==> src/rtl/rail_seq_pkg.sv <==
`timescale 1ns/1ps
package rail_seq_pkg;
  typedef enum logic [1:0] {
    SEQ_OFF  = 2'd0,
    SEQ_UP   = 2'd1,
    SEQ_ON   = 2'd2,
    SEQ_DOWN = 2'd3
  } seq_state_e;

  typedef enum logic {
    MODE_TIME = 1'b0,
    MODE_VOLT = 1'b1
  } seq_mode_e;
endpackage

==> src/rtl/rail_seq_sync.sv <==
`timescale 1ns/1ps
module rail_seq_sync #(
  parameter int unsigned WIDTH  = 2,
  parameter int unsigned STAGES = 2
) (
  input  logic             clk_i,
  input  logic             rst_ni,
  input  logic [WIDTH-1:0] async_i,
  output logic [WIDTH-1:0] sync_o
);
  for (genvar b = 0; b < WIDTH; b++) begin : g_bit
    logic [STAGES-1:0] pipe_q;
    always_ff @(posedge clk_i or negedge rst_ni) begin
      if (!rst_ni) pipe_q <= '0;
      else         pipe_q <= {pipe_q[STAGES-2:0], async_i[b]};
    end
    assign sync_o[b] = pipe_q[STAGES-1];
  end
endmodule

==> src/rtl/rail_seq_ready.sv <==
`timescale 1ns/1ps
module rail_seq_ready #(
  parameter int unsigned PURST_CYC = 1_500_000
) (
  input  logic clk_i,
  input  logic rst_ni,
  input  logic uv_ok_i,
  output logic ready_o
);
  localparam int unsigned CNT_W = $clog2(PURST_CYC + 1);

  logic [CNT_W-1:0] cnt_q;
  logic             rdy_q;

  always_ff @(posedge clk_i or negedge rst_ni) begin
    if (!rst_ni) begin
      cnt_q <= '0;
      rdy_q <= 1'b0;
    end else if (!uv_ok_i) begin
      cnt_q <= '0;
      rdy_q <= 1'b0;
    end else if (!rdy_q) begin
      cnt_q <= cnt_q + 1'b1;
      if (cnt_q == CNT_W'(PURST_CYC - 1)) rdy_q <= 1'b1;
    end
  end

  // drop at once on primary loss
  assign ready_o = rdy_q & uv_ok_i;
endmodule

==> src/rtl/rail_seq_core.sv <==
`timescale 1ns/1ps
module rail_seq_core
  import rail_seq_pkg::*;
#(
  parameter int unsigned UP_CYC = 93_750,
  parameter int unsigned DN_CYC = 100_000
) (
  input  logic clk_i,
  input  logic rst_ni,
  input  logic ens_s_i,
  input  logic setv_s_i,
  input  logic fb_i,
  input  logic live_i,    // ready and core rail good
  input  logic run_ok_i,  // live, I/O rail good, no M/L override
  output logic l_on_o,
  output logic m_on_o
);
  localparam int unsigned MAX_D = (UP_CYC > DN_CYC) ? UP_CYC : DN_CYC;
  localparam int unsigned CNT_W = $clog2(MAX_D + 1);

  seq_state_e       st_q, st_n;
  seq_mode_e        mode_q, mode_n;
  logic [CNT_W-1:0] cnt_q, cnt_n;
  logic             req_q, req_n;
  logic             ens_d_q, setv_d_q;
  logic             ens_rise, ens_fall, setv_rise, setv_fall, go, up_done;

  assign ens_rise  = ens_s_i & ~ens_d_q;
  assign ens_fall  = ~ens_s_i & ens_d_q;
  assign setv_rise = setv_s_i & ~setv_d_q;
  assign setv_fall = ~setv_s_i & setv_d_q;

  always_comb begin
    req_n  = req_q;
    mode_n = mode_q;
    if (ens_rise) begin
      req_n  = 1'b1;
      mode_n = MODE_TIME;
    end else if (setv_rise) begin
      req_n  = 1'b1;
      mode_n = MODE_VOLT;
    end else if ((mode_q == MODE_TIME) ? ens_fall : setv_fall) begin
      req_n = 1'b0;
    end
  end

  assign go      = req_n & run_ok_i;
  assign up_done = (mode_n == MODE_TIME) ? (cnt_q == CNT_W'(UP_CYC - 1)) : fb_i;

  always_comb begin
    st_n  = st_q;
    cnt_n = cnt_q + 1'b1;
    if (!live_i) begin
      st_n  = SEQ_OFF;
      cnt_n = '0;
    end else begin
      unique case (st_q)
        SEQ_OFF: begin
          cnt_n = '0;
          if (go) st_n = SEQ_UP;
        end
        SEQ_UP: begin
          if (!go) begin
            st_n  = SEQ_DOWN;
            cnt_n = '0;
          end else if (up_done) begin
            st_n  = SEQ_ON;
            cnt_n = '0;
          end
        end
        SEQ_ON: begin
          cnt_n = '0;
          if (!go) st_n = SEQ_DOWN;
        end
        SEQ_DOWN: begin
          if (go) begin        // cancel pending core turn-off
            st_n  = SEQ_UP;
            cnt_n = '0;
          end else if (cnt_q == CNT_W'(DN_CYC - 1)) begin
            st_n  = SEQ_OFF;
            cnt_n = '0;
          end
        end
        default: begin
          st_n  = SEQ_OFF;
          cnt_n = '0;
        end
      endcase
    end
  end

  always_ff @(posedge clk_i or negedge rst_ni) begin
    if (!rst_ni) begin
      st_q     <= SEQ_OFF;
      mode_q   <= MODE_TIME;
      cnt_q    <= '0;
      req_q    <= 1'b0;
      ens_d_q  <= 1'b0;
      setv_d_q <= 1'b0;
    end else begin
      st_q     <= st_n;
      mode_q   <= mode_n;
      cnt_q    <= cnt_n;
      req_q    <= req_n;
      ens_d_q  <= ens_s_i;
      setv_d_q <= setv_s_i;
    end
  end

  assign l_on_o = (st_q != SEQ_OFF);
  assign m_on_o = (st_q == SEQ_ON);
endmodule

==> src/rtl/rail_seq_ctrl.sv <==
`timescale 1ns/1ps
module rail_seq_ctrl #(
  parameter int unsigned PURST_CYC = 1_500_000,
  parameter int unsigned UP_CYC    = 93_750,
  parameter int unsigned DN_CYC    = 100_000
) (
  input  logic       clk_i,
  input  logic       rst_ni,
  input  logic       uv_ok_h_i,
  input  logic       uv_ok_m_i,
  input  logic       uv_ok_l_i,
  input  logic       gate_h_en_i,
  input  logic       ens_i,
  input  logic       setv_i,
  input  logic       fb_above_ref_i,
  input  logic [1:0] shdn_code_i,
  output logic       ready_o,
  output logic       gate_h_o,
  output logic       gate_m_o,
  output logic       gate_l_o
);
  logic [1:0] start_s;
  logic       live, run_ok, hold_ml, hold_h, l_on, m_on;

  rail_seq_sync #(.WIDTH(2), .STAGES(2)) i_sync (
    .clk_i   (clk_i),
    .rst_ni  (rst_ni),
    .async_i ({setv_i, ens_i}),
    .sync_o  (start_s)
  );

  rail_seq_ready #(.PURST_CYC(PURST_CYC)) i_ready (
    .clk_i   (clk_i),
    .rst_ni  (rst_ni),
    .uv_ok_i (uv_ok_h_i),
    .ready_o (ready_o)
  );

  assign hold_ml = shdn_code_i[0];
  assign hold_h  = shdn_code_i[1];
  assign live    = ready_o & uv_ok_l_i;
  assign run_ok  = live & uv_ok_m_i & ~hold_ml;

  rail_seq_core #(.UP_CYC(UP_CYC), .DN_CYC(DN_CYC)) i_core (
    .clk_i    (clk_i),
    .rst_ni   (rst_ni),
    .ens_s_i  (start_s[0]),
    .setv_s_i (start_s[1]),
    .fb_i     (fb_above_ref_i),
    .live_i   (live),
    .run_ok_i (run_ok),
    .l_on_o   (l_on),
    .m_on_o   (m_on)
  );

  // failures and overrides mask outputs in the same cycle
  assign gate_h_o = gate_h_en_i & uv_ok_h_i & ~hold_h;
  assign gate_l_o = l_on & live;
  assign gate_m_o = m_on & run_ok;
endmodule

==> config.mk <==
export PLATFORM = sky130hd
export DESIGN_NAME = rail_seq_ctrl
export DESIGN_NICKNAME = d
export VERILOG_FILES = /design/src/rtl/rail_seq_pkg.sv /design/src/rtl/rail_seq_sync.sv /design/src/rtl/rail_seq_ready.sv /design/src/rtl/rail_seq_core.sv /design/src/rtl/rail_seq_ctrl.sv
export SDC_FILE = /design/constraint.sdc
export NUM_CORES = 1
export LEC_CHECK = 0
export ABC_AREA = 0
export BUFFER_PORTS_ARGS = -buffer_cell sky130_fd_sc_hd__buf_2
export CAP_MARGIN = 25
export CORE_UTILIZATION = 50
export DETAILED_ROUTE_END_ITERATION = 10
export GPL_TIMING_DRIVEN = 0
export HOLD_SLACK_MARGIN = 0.03
export PLACE_DENSITY = 0.67
export SKIP_CTS_REPAIR_TIMING = 1
export SLEW_MARGIN = 20
export SYNTH_ARGS = -nofsm -noshare
export SYNTH_HDL_FRONTEND = slang
export SYNTH_SLANG_ARGS = --single-unit
==> constraint.sdc <==
create_clock -name clk_i -period 1.95 [get_ports clk_i]
set_input_delay 0.2925 -clock clk_i [delete_from_list [all_inputs] [get_ports clk_i]]
set_output_delay 0.2925 -clock clk_i [all_outputs]
set_load 0.02 [all_outputs]
==> Implementation_results.wiki, run 1 <==
{| class="wikitable"
! Metric !! Value
|-
| Standby leakage power || about 1.3 nW
|-
| CP Max Fanout || 7
|-
| Htree depth || 2
|-
| Initial antenna violation count || 0
|-
| Result of the run || finished, final reports clean
|-
| Cell type with the highest aggregate area in the netlist || sky130_fd_sc_hd__dfrtp_1
|-
| Fraction of layout cells with a size suffix above 1 || between 10 and 15%
|-
| Synthesized flop and latch total || 49
|-
| Pins over their slew limit || 0
|-
| CTS buffer count || 5
|-
| Count of different cell masters after synthesis || 40
|-
| Maximum achievable frequency || around 550 MHz
|-
| Worst slew margin relative to its limit || around three fifths
|-
| Clock latency reported for the late side of the worst-skew pair || roughly 0.3 ns
|-
| Part of the Yosys area used for sequential elements || 47.7%
|-
| Clock transition at the registers of the reported paths || about 0.10 ns
|-
| Synth top cells by count || 49 x sky130_fd_sc_hd__dfrtp_1, 28 x sky130_fd_sc_hd__nor2_1, 20 x sky130_fd_sc_hd__and2_1
|-
| Post-synthesis average cell area || 10.3 um^2
|-
| Cell Rows || 25
|-
| Post-route standard cell area excluding fillers || between 2000 and 3000 um^2
|-
| Detail Route Antenna Nets || 0
|-
| Die Area || about 5400 um^2
|-
| DR pass1 iterations || 4
|-
| Antenna cells || 0
|-
| Primary flip-flop cell chosen by synthesis mapping || sky130_fd_sc_hd__dfrtp_1
|-
| Total of warnings raised by yosys || 0
|-
| Compound-gate portion of the synthesized area || under 10%
|-
| Core Area || between 4000 and 5000 um^2
|-
| Vias after detailed routing || around 1800
|-
| Number of top-level pins || 15
|-
| Worst hold path type || in -> reg
|-
| Width of the chip || about 74 um
|-
| Arrival time reported for the critical path endpoint || 2.01 ns
|-
| Portion of the clock cycle consumed by the worst path in the final layout || ~94%
|-
| Slew at the pin closest to its max-slew limit || between 0.6 and 0.7 ns
|-
| Setup slack at placement || -0.00256 ns
|-
| Required time worst endpoint || 2.13 ns
|-
| Via-to-Cell Ratio || between 5 and 6
|-
| Areal power density over the cells || between 600 and 700 nW/um^2
|-
| GR Overflow Total || 0
|-
| Tightest hold margin || around 0.086 ns
|-
| Netlist area before placement || 2570 um^2
|-
| Simple-gate share of the synthesized area || 27.8%
|-
| Fraction of synthesis flops using an asynchronous set or reset pin || 100%
|-
| CTS sink cnt || between 40 and 50
|-
| Adder and majority cell fraction of the synthesized area || between 4 and 5%
|-
| Number of endpoints with negative hold slack in the final report || 0
|-
| Remaining DRCs || 0
|-
| Cell with the most instances after synthesis || sky130_fd_sc_hd__dfrtp_1
|-
| Worst setup path category || reg -> reg
|-
| Final setup violation count || 0
|-
| Maximum vdd ir drop || 0.350 mV
|-
| Clock tree from TritonCTS || built
|-
| Setup repair after global routing missed its margin || false
|-
| Root buffer selected by CTS || sky130_fd_sc_hd__clkbuf_8
|-
| Total GRT Usage || around a fifth
|-
| Proportion of netlist area held by the largest area contributor || 47.7%
|-
| Endpoint kind of the worst setup timing path || flip-flop
|-
| Share of the synthesized netlist area taken by xor and xnor gates || between 10% and 20%
|-
| Max-cap check violation count || 0
|-
| Maximum number of pins on one net before global-route repair || 26
|-
| Min Clock Period, post-route || roughly 1.8 ns
|-
| Height of the die || roughly 74 um
|-
| # port buffers || 14
|-
| Number of flops mapped to enable cells by yosys || 0
|-
| Detailed-route wire length per cell || 13.4 um
|-
| CP startpoint kind || flip-flop
|-
| Max Root-Sink Buffers || 2
|-
| Post-detailed-placement cell area || 2750 um^2
|-
| PnR Total Power || around 2.0 mW
|-
| Net count after synthesis || roughly 270
|-
| Global-route wire length before repair || ~7700 um
|-
| End-of-flow core utilization || between 60 and 70%
|-
| Number of DRC violations after detailed-routing iteration 0 || 96
|-
| Vias in the first global route || between 1500 and 2000
|-
| Final #Nets || 295
|-
| Final HPWL from detailed placement || between 3000 and 4000 um
|-
| Ranking of synthesized cells by area || sky130_fd_sc_hd__dfrtp_1 48%, sky130_fd_sc_hd__xnor2_1 5.8%, sky130_fd_sc_hd__xor2_1 5.8%
|-
| Area overhead of the layout relative to synthesis || 13.7%
|-
| RePlAce Congestion || 0.792
|-
| Worst-case setup margin in the final layout || between 0.1 and 0.15 ns
|-
| Total Routed Length || between 4000 and 5000 um
|-
| Combinational family with the most area after synthesis || simple AND/OR/NAND/NOR gates
|-
| Cells after synthesis || between 200 and 250
|-
| Worst Skew || approximately 0.012 ns
|-
| Portion of netlist area occupied by mux cells || approximately 2.2%
|-
| Starting density of the core || between 50% and 60%
|}
-- cells by family (layout without fill, tap and decap cells) --
| family | count (synthesis) | count (layout) |
|---|---|---|
| compound gates | 13 | 13 |
| xor+xnor | 34 | 34 |
| fa+ha+maj | 9 | 9 |
| buf+inv | 13 | 40 |
| flops | 49 | 49 |
| mux | 5 | 5 |
| simple gates | 126 | 126 |
-- layer usage --
metal  vias up  track usage [%]  share of wire (%)
met2        31             31.9                 49
met1       840             23.3                 47
li1        895                -                  -
met3        13             4.53                2.6
met5         -                0                  0
met4         0             6.84                2.0
-- layout by cell type, fill, tap and decap left out, types with 2 or more instances in the layout --
master and n:
sky130_fd_sc_hd__a21boi_1 2, sky130_fd_sc_hd__and2_1 20, sky130_fd_sc_hd__and3_1 8, sky130_fd_sc_hd__and4_1 2, sky130_fd_sc_hd__and4b_1 2, sky130_fd_sc_hd__buf_2 14
sky130_fd_sc_hd__buf_4 5, sky130_fd_sc_hd__bufinv_16 2, sky130_fd_sc_hd__clkbuf_1 2, sky130_fd_sc_hd__clkbuf_8 5, sky130_fd_sc_hd__dfrtp_1 48, sky130_fd_sc_hd__ha_1 8
sky130_fd_sc_hd__inv_1 9, sky130_fd_sc_hd__mux2_4 2, sky130_fd_sc_hd__mux2i_1 3, sky130_fd_sc_hd__nand2_1 17, sky130_fd_sc_hd__nand2b_1 2, sky130_fd_sc_hd__nand3_1 18
sky130_fd_sc_hd__nand4_1 8, sky130_fd_sc_hd__nand4b_1 3, sky130_fd_sc_hd__nor2_1 28, sky130_fd_sc_hd__nor2b_1 4, sky130_fd_sc_hd__nor3_1 2, sky130_fd_sc_hd__nor3b_1 2
sky130_fd_sc_hd__nor4b_1 2, sky130_fd_sc_hd__o21ai_0 3, sky130_fd_sc_hd__o31ai_1 2, sky130_fd_sc_hd__xnor2_1 17, sky130_fd_sc_hd__xor2_1 17
-- path summary, 6_finish.rpt --
path | startpoint | to | slack [ns] | cells past startpoint
max | i_ready.rdy_q | i_core.st_q[0] | 0.12 | 7
min | setv_i | i_sync.g_bit[1].pipe_q[0] | 0.09 | 1
max reg2reg | i_ready.rdy_q | i_core.st_q[0] | 0.12 | 7
min reg2reg | i_sync.g_bit[0].pipe_q[0] | i_sync.g_bit[0].pipe_q[1] | 0.36 | 0
max in group asynchronous | rst_ni | i_sync.g_bit[0].pipe_q[0] | 0.89 | 3
min in group asynchronous | rst_ni | i_ready.cnt_q[8] | 0.52 | 2
-- cell type report --
type / instances / area [um^2]
well taps: 67 / 83.8
clock inverters: 3 / 65.1
repair buffers: 19 / 123
clock buffers: 5 / 68.8
inverters: 9 / 33.8
fillers: 418 / 1920
flip-flops and latches: 49 / 1230
multi-input cells: 187 / 1300
plain buffers: 4 / 22.5
-- state kept, by name, indices dropped and copies added, names as in the netlist --
| name | flops |
|---|---|
| i_ready.cnt_q | 21 |
| i_core.cnt_q | 17 |
| i_sync.g_bit.pipe_q | 4 |
| i_core.st_q | 2 |
| i_core.ens_d_q | 1 |
| i_core.mode_q | 1 |
| i_core.req_q | 1 |
| i_core.setv_d_q | 1 |
| i_ready.rdy_q | 1 |
-- power by group --
part           switching, mW  total [mW]  internal, mW
Sequential            0.0156        1.05          1.03
Combinational         0.0505      0.0824        0.0319
Clock                  0.346       0.856         0.510
-- critical path, stage by stage, from the launching register on --
cell and delay, ns:
sky130_fd_sc_hd__dfrtp_2 0.36, sky130_fd_sc_hd__and3_1 0.15, sky130_fd_sc_hd__buf_4 0.14, sky130_fd_sc_hd__nand3_1 0.11
sky130_fd_sc_hd__a41oi_2 0.29, sky130_fd_sc_hd__mux2_4 0.33, sky130_fd_sc_hd__o31ai_1 0.22, sky130_fd_sc_hd__mux2i_1 0.12
-- metrics by stage --
stage                TNS, ns  std cells
finish                     0        343
global route               0        343
detailed placement  -0.00256        331
CTS                  -0.0272        339
floorplan                  0        249
global placement           0        330
(Power assumes the default switching activity.)
==> run 2, diff against run 1 <==
--- a/config.mk
+++ b/config.mk
@@ -9,6 +9,7 @@
 export BUFFER_PORTS_ARGS = -buffer_cell sky130_fd_sc_hd__buf_2
 export CAP_MARGIN = 25
 export CORE_UTILIZATION = 50
+export CTS_BUF_LIST = sky130_fd_sc_hd__clkbuf_8
 export DETAILED_ROUTE_END_ITERATION = 10
 export GPL_TIMING_DRIVEN = 0
 export HOLD_SLACK_MARGIN = 0.03
==> constraint.sdc (replaced) <==
create_clock -name clk_i -period 2.3 [get_ports clk_i]
set_input_delay 0.345 -clock clk_i [delete_from_list [all_inputs] [get_ports clk_i]]
set_output_delay 0.345 -clock clk_i [all_outputs]
set_load 0.02 [all_outputs]
==> Implementation_results.wiki, run 2 (synthesized netlist as in run 1, its figures left out) <==
{| class="wikitable"
! Metric !! Value
|-
| Vias in the first global route || 1751 (unchanged)
|-
| Endpoint kind of the worst setup timing path || flip-flop (unchanged)
|-
| Worst setup path category || reg -> reg (unchanged)
|-
| FF-to-FF path depth || 7 (unchanged)
|-
| Maximum number of pins on one net before global-route repair || 26 (unchanged)
|-
| Min Clock Period, post-route || 1.98 ns (was 1.83 ns)
|-
| Areal power density over the cells || 585 nW/um^2 (was 679 nW/um^2)
|-
| Cell Rows || 25 (unchanged)
|-
| Result of the run || finished, final reports clean (unchanged)
|-
| Global-route wire length before repair || 7690 um (unchanged)
|-
| Maximum vdd ir drop || 0.297 mV (was 0.350 mV)
|-
| Kind of cell adding the most delay to the critical path || compound AO/OA/AOI/OAI gates (unchanged)
|-
| Clock latency reported for the late side of the worst-skew pair || 0.30 ns (about the same)
|-
| Setup Total Neg Slack || 0 ns (unchanged)
|-
| Antenna cells || 0 (unchanged)
|-
| PnR Total Power || 1.68 mW (was 1.99 mW)
|-
| Vias after detailed routing || 1750 (was 1779)
|-
| Most frequent standard cell in the layout excluding fill and tap cells || sky130_fd_sc_hd__dfrtp_1 (unchanged)
|-
| Post-detailed-placement cell area || 2750 um^2 (unchanged)
|-
| Max Root-Sink Buffers || 2 (unchanged)
|-
| Switching Fraction || 20.9% (was 20.8%)
|-
| Root buffer selected by CTS || sky130_fd_sc_hd__clkbuf_8 (unchanged)
|-
| Total GRT Usage || 18.8% (unchanged)
|-
| Height of the die || 73.7 um (unchanged)
|-
| GR Overflow Total || 0 (unchanged)
|-
| Maximum achievable frequency || 505 MHz (was 545 MHz)
|-
| Switching power summed over all nets || 0.352 mW (was 0.412 mW)
|-
| Starting density of the core || 53.1% (unchanged)
|-
| Total buffers and inverters traversed by the critical path || 1 (unchanged)
|-
| Largest register FFs || 21 (unchanged)
|-
| Core Area || 4850 um^2 (unchanged)
|-
| Sequential Power Share || 52.7% (about the same)
|-
| Setup slack at placement || 0.324 ns (was -0.00256 ns)
|-
| Via-to-Cell Ratio || 5.16 (was 5.19)
|-
| Htree depth || 2 (unchanged)
|-
| Final #Nets || 291 (was 295)
|-
| DR pass1 iterations || 4 (unchanged)
|-
| Number of DRC violations after detailed-routing iteration 0 || 90 (was 96)
|-
| Number of top-level pins || 15 (unchanged)
|-
| Worst hold path type || in -> async (was in -> reg)
|-
| Standby leakage power || 1.31 nW (was 1.32 nW)
|-
| Slew at the pin closest to its max-slew limit || 0.596 ns (was 0.601 ns)
|-
| Largest regs || i_ready.cnt_q (21), i_core.cnt_q (17), i_sync.g_bit.pipe_q (4) (unchanged)
|-
| Footprint of the multi-input gates || 1290 um^2 (was 1300 um^2)
|-
| Worst Skew || 0.0120 ns (was 0.0117 ns)
|-
| Final setup violation count || 0 (unchanged)
|-
| Clock tree from TritonCTS || built (unchanged)
|-
| CP startpoint kind || flip-flop (unchanged)
|-
| Fraction of layout cells with a size suffix above 1 || 12.1% (was 14.5%)
|-
| Final HPWL from detailed placement || 3360 um (unchanged)
|-
| Clock transition at the registers of the reported paths || 0.09 ns (was 0.10 ns)
|-
| Area overhead of the layout relative to synthesis || 12.0% (was 13.7%)
|-
| Commonest cells after routing, fill and taps aside || 49 x sky130_fd_sc_hd__dfrtp_1, 28 x sky130_fd_sc_hd__nor2_1, 20 x sky130_fd_sc_hd__and2_1 (was 48 x sky130_fd_sc_hd__dfrtp_1, 28 x sky130_fd_sc_hd__nor2_1, 20 x sky130_fd_sc_hd__and2_1)
|-
| Detailed-route wire length per cell || 13.5 um (was 13.4 um)
|-
| Register with the highest flop count || i_ready.cnt_q (unchanged)
|-
| Initial antenna violation count || 0 (unchanged)
|-
| Worst path depth || 7 (unchanged)
|-
| Post-route standard cell area excluding fillers || 2880 um^2 (was 2930 um^2)
|-
| Width of the chip || 73.7 um (unchanged)
|-
| Number of endpoints with negative hold slack in the final report || 0 (unchanged)
|-
| Detail Route Antenna Nets || 0 (unchanged)
|-
| Required time worst endpoint || 2.48 ns (was 2.13 ns)
|-
| Portion of the clock cycle consumed by the worst path in the final layout || 86.1% (was 94.1%)
|-
| Cell with the largest stage delay on the worst path || sky130_fd_sc_hd__dfrtp_1 (was sky130_fd_sc_hd__dfrtp_2)
|-
| Fill cells || 422 (was 418)
|-
| Share of power burned in combinational logic || 4.1% (about the same)
|-
| Total Routed Length || 4580 um (was 4610 um)
|-
| CTS buffer count || 5 (unchanged)
|-
| # port buffers || 14 (unchanged)
|-
| Remaining DRCs || 0 (unchanged)
|-
| Max-cap check violation count || 0 (unchanged)
|-
| Die Area || 5440 um^2 (unchanged)
|-
| Setup repair after global routing missed its margin || false (unchanged)
|-
| Sequential cell area || 1230 um^2 (about the same)
|-
| Cell chain of the critical path || and3_1 > buf_4 > nand3_1 > a41oi_2 > mux2_1 > o31ai_1 > mux2i_1 (was and3_1 > buf_4 > nand3_1 > a41oi_2 > mux2_4 > o31ai_1 > mux2i_1)
|-
| Clock power frac || 43.2% (was 43.1%)
|-
| Pins over their slew limit || 0 (unchanged)
|-
| CTS sink cnt || 49 (unchanged)
|-
| Tightest hold margin || 0.0345 ns (was 0.0860 ns)
|-
| Internal power component || 1.33 mW (was 1.57 mW)
|-
| RePlAce Congestion || 0.792 (unchanged)
|-
| CP Max Fanout || 7 (unchanged)
|-
| Worst-case setup margin in the final layout || 0.320 ns (was 0.116 ns)
|-
| Worst slew margin relative to its limit || 60.2% (was 59.9%)
|-
| Arrival time reported for the critical path endpoint || 2.16 ns (was 2.01 ns)
|-
| Maximum cell stage delay along the critical path || 0.46 ns (was 0.36 ns)
|}
[run 2: stage by stage]
step | instances | utilization (%)
2_1_floorplan | 249 | -
3_3_place_gp | 330 | 56.2
3_5_place_dp | 331 | 56.6
4_1_cts | 339 | 59.4
5_1_grt | 339 | 59.4
6_report | 339 | 59.4
[run 2: layer usage]
| metal | vias up | track usage (%) | share of wire [%] |
|---|---|---|---|
| met4 | 0 | 6.84 | 1.5 |
| met5 | - | 0 | 0 |
| li1 | 888 | - | - |
| met3 | 7 | 4.53 | 2.7 |
| met1 | 827 | 23.3 | 47 |
| met2 | 28 | 31.9 | 49 |
[run 2: power groups by stage]
| stage | logic [mW] | clock network (mW) | registers, mW |
|---|---|---|---|
| 2_1_floorplan | 0.0316 | 0 | 0.902 |
| 3_3_place_gp | 0.0654 | 0 | 0.905 |
| 3_5_place_dp | 0.0704 | 0 | 0.906 |
| 4_1_cts | 0.0706 | 0.744 | 0.888 |
| 5_1_grt | 0.0791 | 0.767 | 0.890 |
| 6_report | 0.0684 | 0.729 | 0.888 |
[run 2: worst register-to-register path: stages, from the launching register on]
cell and delay (ns):
sky130_fd_sc_hd__dfrtp_1 0.46, sky130_fd_sc_hd__and3_1 0.19, sky130_fd_sc_hd__buf_4 0.14, sky130_fd_sc_hd__nand3_1 0.11, sky130_fd_sc_hd__a41oi_2 0.27, sky130_fd_sc_hd__mux2_1 0.35
sky130_fd_sc_hd__o31ai_1 0.22, sky130_fd_sc_hd__mux2i_1 0.12
[run 2: final cells by class]
class | instances | share of cell area (%)
clock inverter | 3 | 2.26
multi-input combinational | 187 | 44.8
sequential | 49 | 42.6
tap | 67 | 2.91
timing repair buffer | 15 | 3.13
buffer | 4 | 0.782
inverter | 9 | 1.17
clock buffer | 5 | 2.39
[run 2: path summary, 6_finish.rpt]
kind	from	to	slack, ns
worst max register to register	i_ready.rdy_q	i_core.st_q[0]	0.32
min in group clk_i	setv_i	i_sync.g_bit[1].pipe_q[0]	0.14
worst min register to register	i_sync.g_bit[0].pipe_q[0]	i_sync.g_bit[0].pipe_q[1]	0.35
worst min-delay path	rst_ni	i_core.cnt_q[7]	0.03
max in group asynchronous	rst_ni	i_sync.g_bit[0].pipe_q[0]	1.73
worst max-delay path	i_ready.rdy_q	i_core.st_q[0]	0.32
==> run 3, diff against run 2 <==
--- a/config.mk
+++ b/config.mk
@@ -13,6 +13,7 @@
 export DETAILED_ROUTE_END_ITERATION = 10
 export GPL_TIMING_DRIVEN = 0
 export HOLD_SLACK_MARGIN = 0.03
+export MAX_ROUTING_LAYER = met4
 export PLACE_DENSITY = 0.67
 export SKIP_CTS_REPAIR_TIMING = 1
 export SLEW_MARGIN = 20
==> Implementation_results.wiki, run 3 (synthesized netlist as in run 1, its figures left out) <==
{| class="wikitable"
! Metric !! Value
|-
| Setup slack at placement || 0.324 ns (unchanged)
|-
| Number of DRC violations after detailed-routing iteration 0 || 92 (was 90)
|-
| Post-detailed-placement cell area || 2750 um^2 (unchanged)
|-
| Final setup violation count || 0 (unchanged)
|-
| Post-route standard cell area excluding fillers || 2880 um^2 (unchanged)
|-
| # port buffers || 14 (unchanged)
|-
| Clock transition at the registers of the reported paths || 0.09 ns (about the same)
|-
| Setup repair after global routing missed its margin || false (unchanged)
|-
| Register with the highest flop count || i_ready.cnt_q (unchanged)
|-
| Core Area || 4850 um^2 (unchanged)
|-
| Worst setup slack for register-to-register paths || 0.34 ns (was 0.32 ns)
|-
| Required time worst endpoint || 2.48 ns (about the same)
|-
| Remaining DRCs || 0 (unchanged)
|-
| Post-layout instance count excluding filler cells || 339 (unchanged)
|-
| Endpoint kind of the worst setup timing path || flip-flop (unchanged)
|-
| RePlAce Congestion || 0.804 (was 0.792)
|-
| Width of the chip || 73.7 um (unchanged)
|-
| Number of top-level pins || 15 (unchanged)
|-
| Total buffers and inverters traversed by the critical path || 1 (unchanged)
|-
| Vias after detailed routing || 1754 (was 1750)
|-
| PnR Total Power || 1.68 mW (about the same)
|-
| Worst Skew || 0.0118 ns (was 0.0120 ns)
|-
| Cell with the largest stage delay on the worst path || sky130_fd_sc_hd__dfrtp_1 (unchanged)
|-
| Largest regs || i_ready.cnt_q (21), i_core.cnt_q (17), i_sync.g_bit.pipe_q (4) (unchanged)
|-
| Worst path depth || 7 (unchanged)
|-
| Cell Rows || 25 (unchanged)
|-
| Clock power frac || 43.2% (about the same)
|-
| Antenna cells || 0 (unchanged)
|-
| Clock tree from TritonCTS || built (unchanged)
|-
| End-of-flow core utilization || 59.4% (unchanged)
|-
| Instance count after placement with tap cells included || 331 (unchanged)
|-
| Final HPWL from detailed placement || 3360 um (unchanged)
|-
| Clock latency reported for the late side of the worst-skew pair || 0.30 ns (about the same)
|-
| Result of the run || finished, final reports clean (unchanged)
|-
| Worst-case setup margin in the final layout || 0.338 ns (was 0.320 ns)
|-
| CTS sink cnt || 49 (unchanged)
|-
| FF-to-FF Start || i_ready.rdy_q (unchanged)
|-
| Root buffer selected by CTS || sky130_fd_sc_hd__clkbuf_8 (unchanged)
|-
| Standby leakage power || 1.31 nW (unchanged)
|-
| Worst setup path category || reg -> reg (unchanged)
|-
| Die Area || 5440 um^2 (unchanged)
|-
| DR pass1 iterations || 4 (unchanged)
|-
| Tightest hold margin || 0.0358 ns (was 0.0345 ns)
|-
| Maximum cell stage delay along the critical path || 0.46 ns (about the same)
|-
| Slew at the pin closest to its max-slew limit || 0.596 ns (about the same)
|-
| Switching Fraction || 20.8% (was 20.9%)
|-
| Height of the die || 73.7 um (unchanged)
|-
| R2r endpoint || i_core.st_q[0] (unchanged)
|-
| Fill cells || 422 (unchanged)
|-
| Area overhead of the layout relative to synthesis || 12.0% (unchanged)
|-
| Maximum achievable frequency || 510 MHz (was 505 MHz)
|-
| Internal power component || 1.33 mW (about the same)
|-
| Fraction of layout cells with a size suffix above 1 || 12.1% (unchanged)
|-
| Maximum number of pins on one net before global-route repair || 26 (unchanged)
|-
| Max Root-Sink Buffers || 2 (unchanged)
|-
| Setup Total Neg Slack || 0 ns (unchanged)
|-
| Worst slew margin relative to its limit || 60.2% (about the same)
|-
| Largest register FFs || 21 (unchanged)
|-
| Most frequent standard cell in the layout excluding fill and tap cells || sky130_fd_sc_hd__dfrtp_1 (unchanged)
|-
| Areal power density over the cells || 585 nW/um^2 (about the same)
|-
| Total Routed Length || 4580 um (about the same)
|-
| Switching power summed over all nets || 0.351 mW (was 0.352 mW)
|-
| Starting density of the core || 53.1% (unchanged)
|-
| Total GRT Usage || 19.5% (was 18.8%)
|-
| Number of endpoints with negative hold slack in the final report || 0 (unchanged)
|-
| Min Clock Period, post-route || 1.96 ns (was 1.98 ns)
|-
| Htree depth || 2 (unchanged)
|-
| Sequential Power Share || 52.7% (about the same)
|-
| FF-to-FF path depth || 7 (unchanged)
|-
| Detailed-route wire length per cell || 13.5 um (about the same)
|-
| Arrival time reported for the critical path endpoint || 2.14 ns (was 2.16 ns)
|-
| GR Overflow Total || 0 (unchanged)
|-
| Max-cap check violation count || 0 (unchanged)
|-
| Initial antenna violation count || 0 (unchanged)
|-
| Worst hold path type || in -> async (unchanged)
|-
| CTS buffer count || 5 (unchanged)
|-
| Kind of cell adding the most delay to the critical path || compound AO/OA/AOI/OAI gates (unchanged)
|-
| CP startpoint kind || flip-flop (unchanged)
|-
| Portion of the clock cycle consumed by the worst path in the final layout || 85.3% (was 86.1%)
|-
| Via-to-Cell Ratio || 5.17 (was 5.16)
|-
| Share of power burned in combinational logic || 4.1% (about the same)
|-
| Detail Route Antenna Nets || 0 (unchanged)
|-
| Pins over their slew limit || 0 (unchanged)
|-
| Global-route wire length before repair || 7690 um (about the same)
|-
| Commonest cells after routing, fill and taps aside || 49 x sky130_fd_sc_hd__dfrtp_1, 28 x sky130_fd_sc_hd__nor2_1, 20 x sky130_fd_sc_hd__and2_1 (unchanged)
|-
| Final #Nets || 291 (unchanged)
|-
| CP Max Fanout || 7 (unchanged)
|-
| Maximum vdd ir drop || 0.297 mV (about the same)
|-
| Cell chain of the critical path || and3_1 > buf_4 > nand3_1 > a41oi_2 > mux2_1 > o31ai_1 > mux2i_1 (unchanged)
|-
| Vias in the first global route || 1753 (was 1751)
|}
## run 3: cell counts in the layout (fill, tap and decap cells not counted)
No cell type changed its count.
## run 3: metal layers
layer / global-route usage, % / vias to the layer above / wire [um]
li1: - / 887 / -
met1: 23.3 / 828 / 2130
met2: 31.9 / 33 / 2270
met3: 4.94 / 6 / 136
met4: 6.84 / 0 / 51
met5: - / - / 0
## run 3: worst max-delay path by stage
stage                             start              to  slack [ns]
after floorplan           i_ready.rdy_q  i_core.st_q[0]        0.55
after global placement        uv_ok_h_i  i_core.st_q[0]        0.33
after detailed placement      uv_ok_h_i  i_core.st_q[0]        0.32
after CTS                 i_ready.rdy_q  i_core.st_q[0]        0.32
after global routing      i_ready.rdy_q  i_core.st_q[0]        0.17
final                     i_ready.rdy_q  i_core.st_q[0]        0.34
## run 3: area by class of cell
class	instances	area, um^2	share of cell area (%)
inverter	9	33.8	1.17
sequential	49	1230	42.6
clock inverter	3	65.1	2.26
tap	67	83.8	2.91
clock buffer	5	68.8	2.39
timing repair buffer	15	90.1	3.13
buffer	4	22.5	0.782
multi-input combinational	187	1290	44.8
## run 3: worst register-to-register path, delay by kind of cell (launching register included)
family | cells | cell delay, ns
AOI/OAI and AO/OA | 2 | 0.47
DFF | 1 | 0.46
buffers and inverters | 1 | 0.14
and+or+nand+nor | 2 | 0.30
muxes | 2 | 0.47
## run 3: power by group through the flow
stage                     Clock [mW]  Sequential [mW]  Combinational (mW)
after global routing           0.769            0.890              0.0791
after floorplan                    0            0.902              0.0316
after detailed placement           0            0.906              0.0704
final                          0.728            0.888              0.0685
after CTS                      0.744            0.888              0.0706
after global placement             0            0.905              0.0654
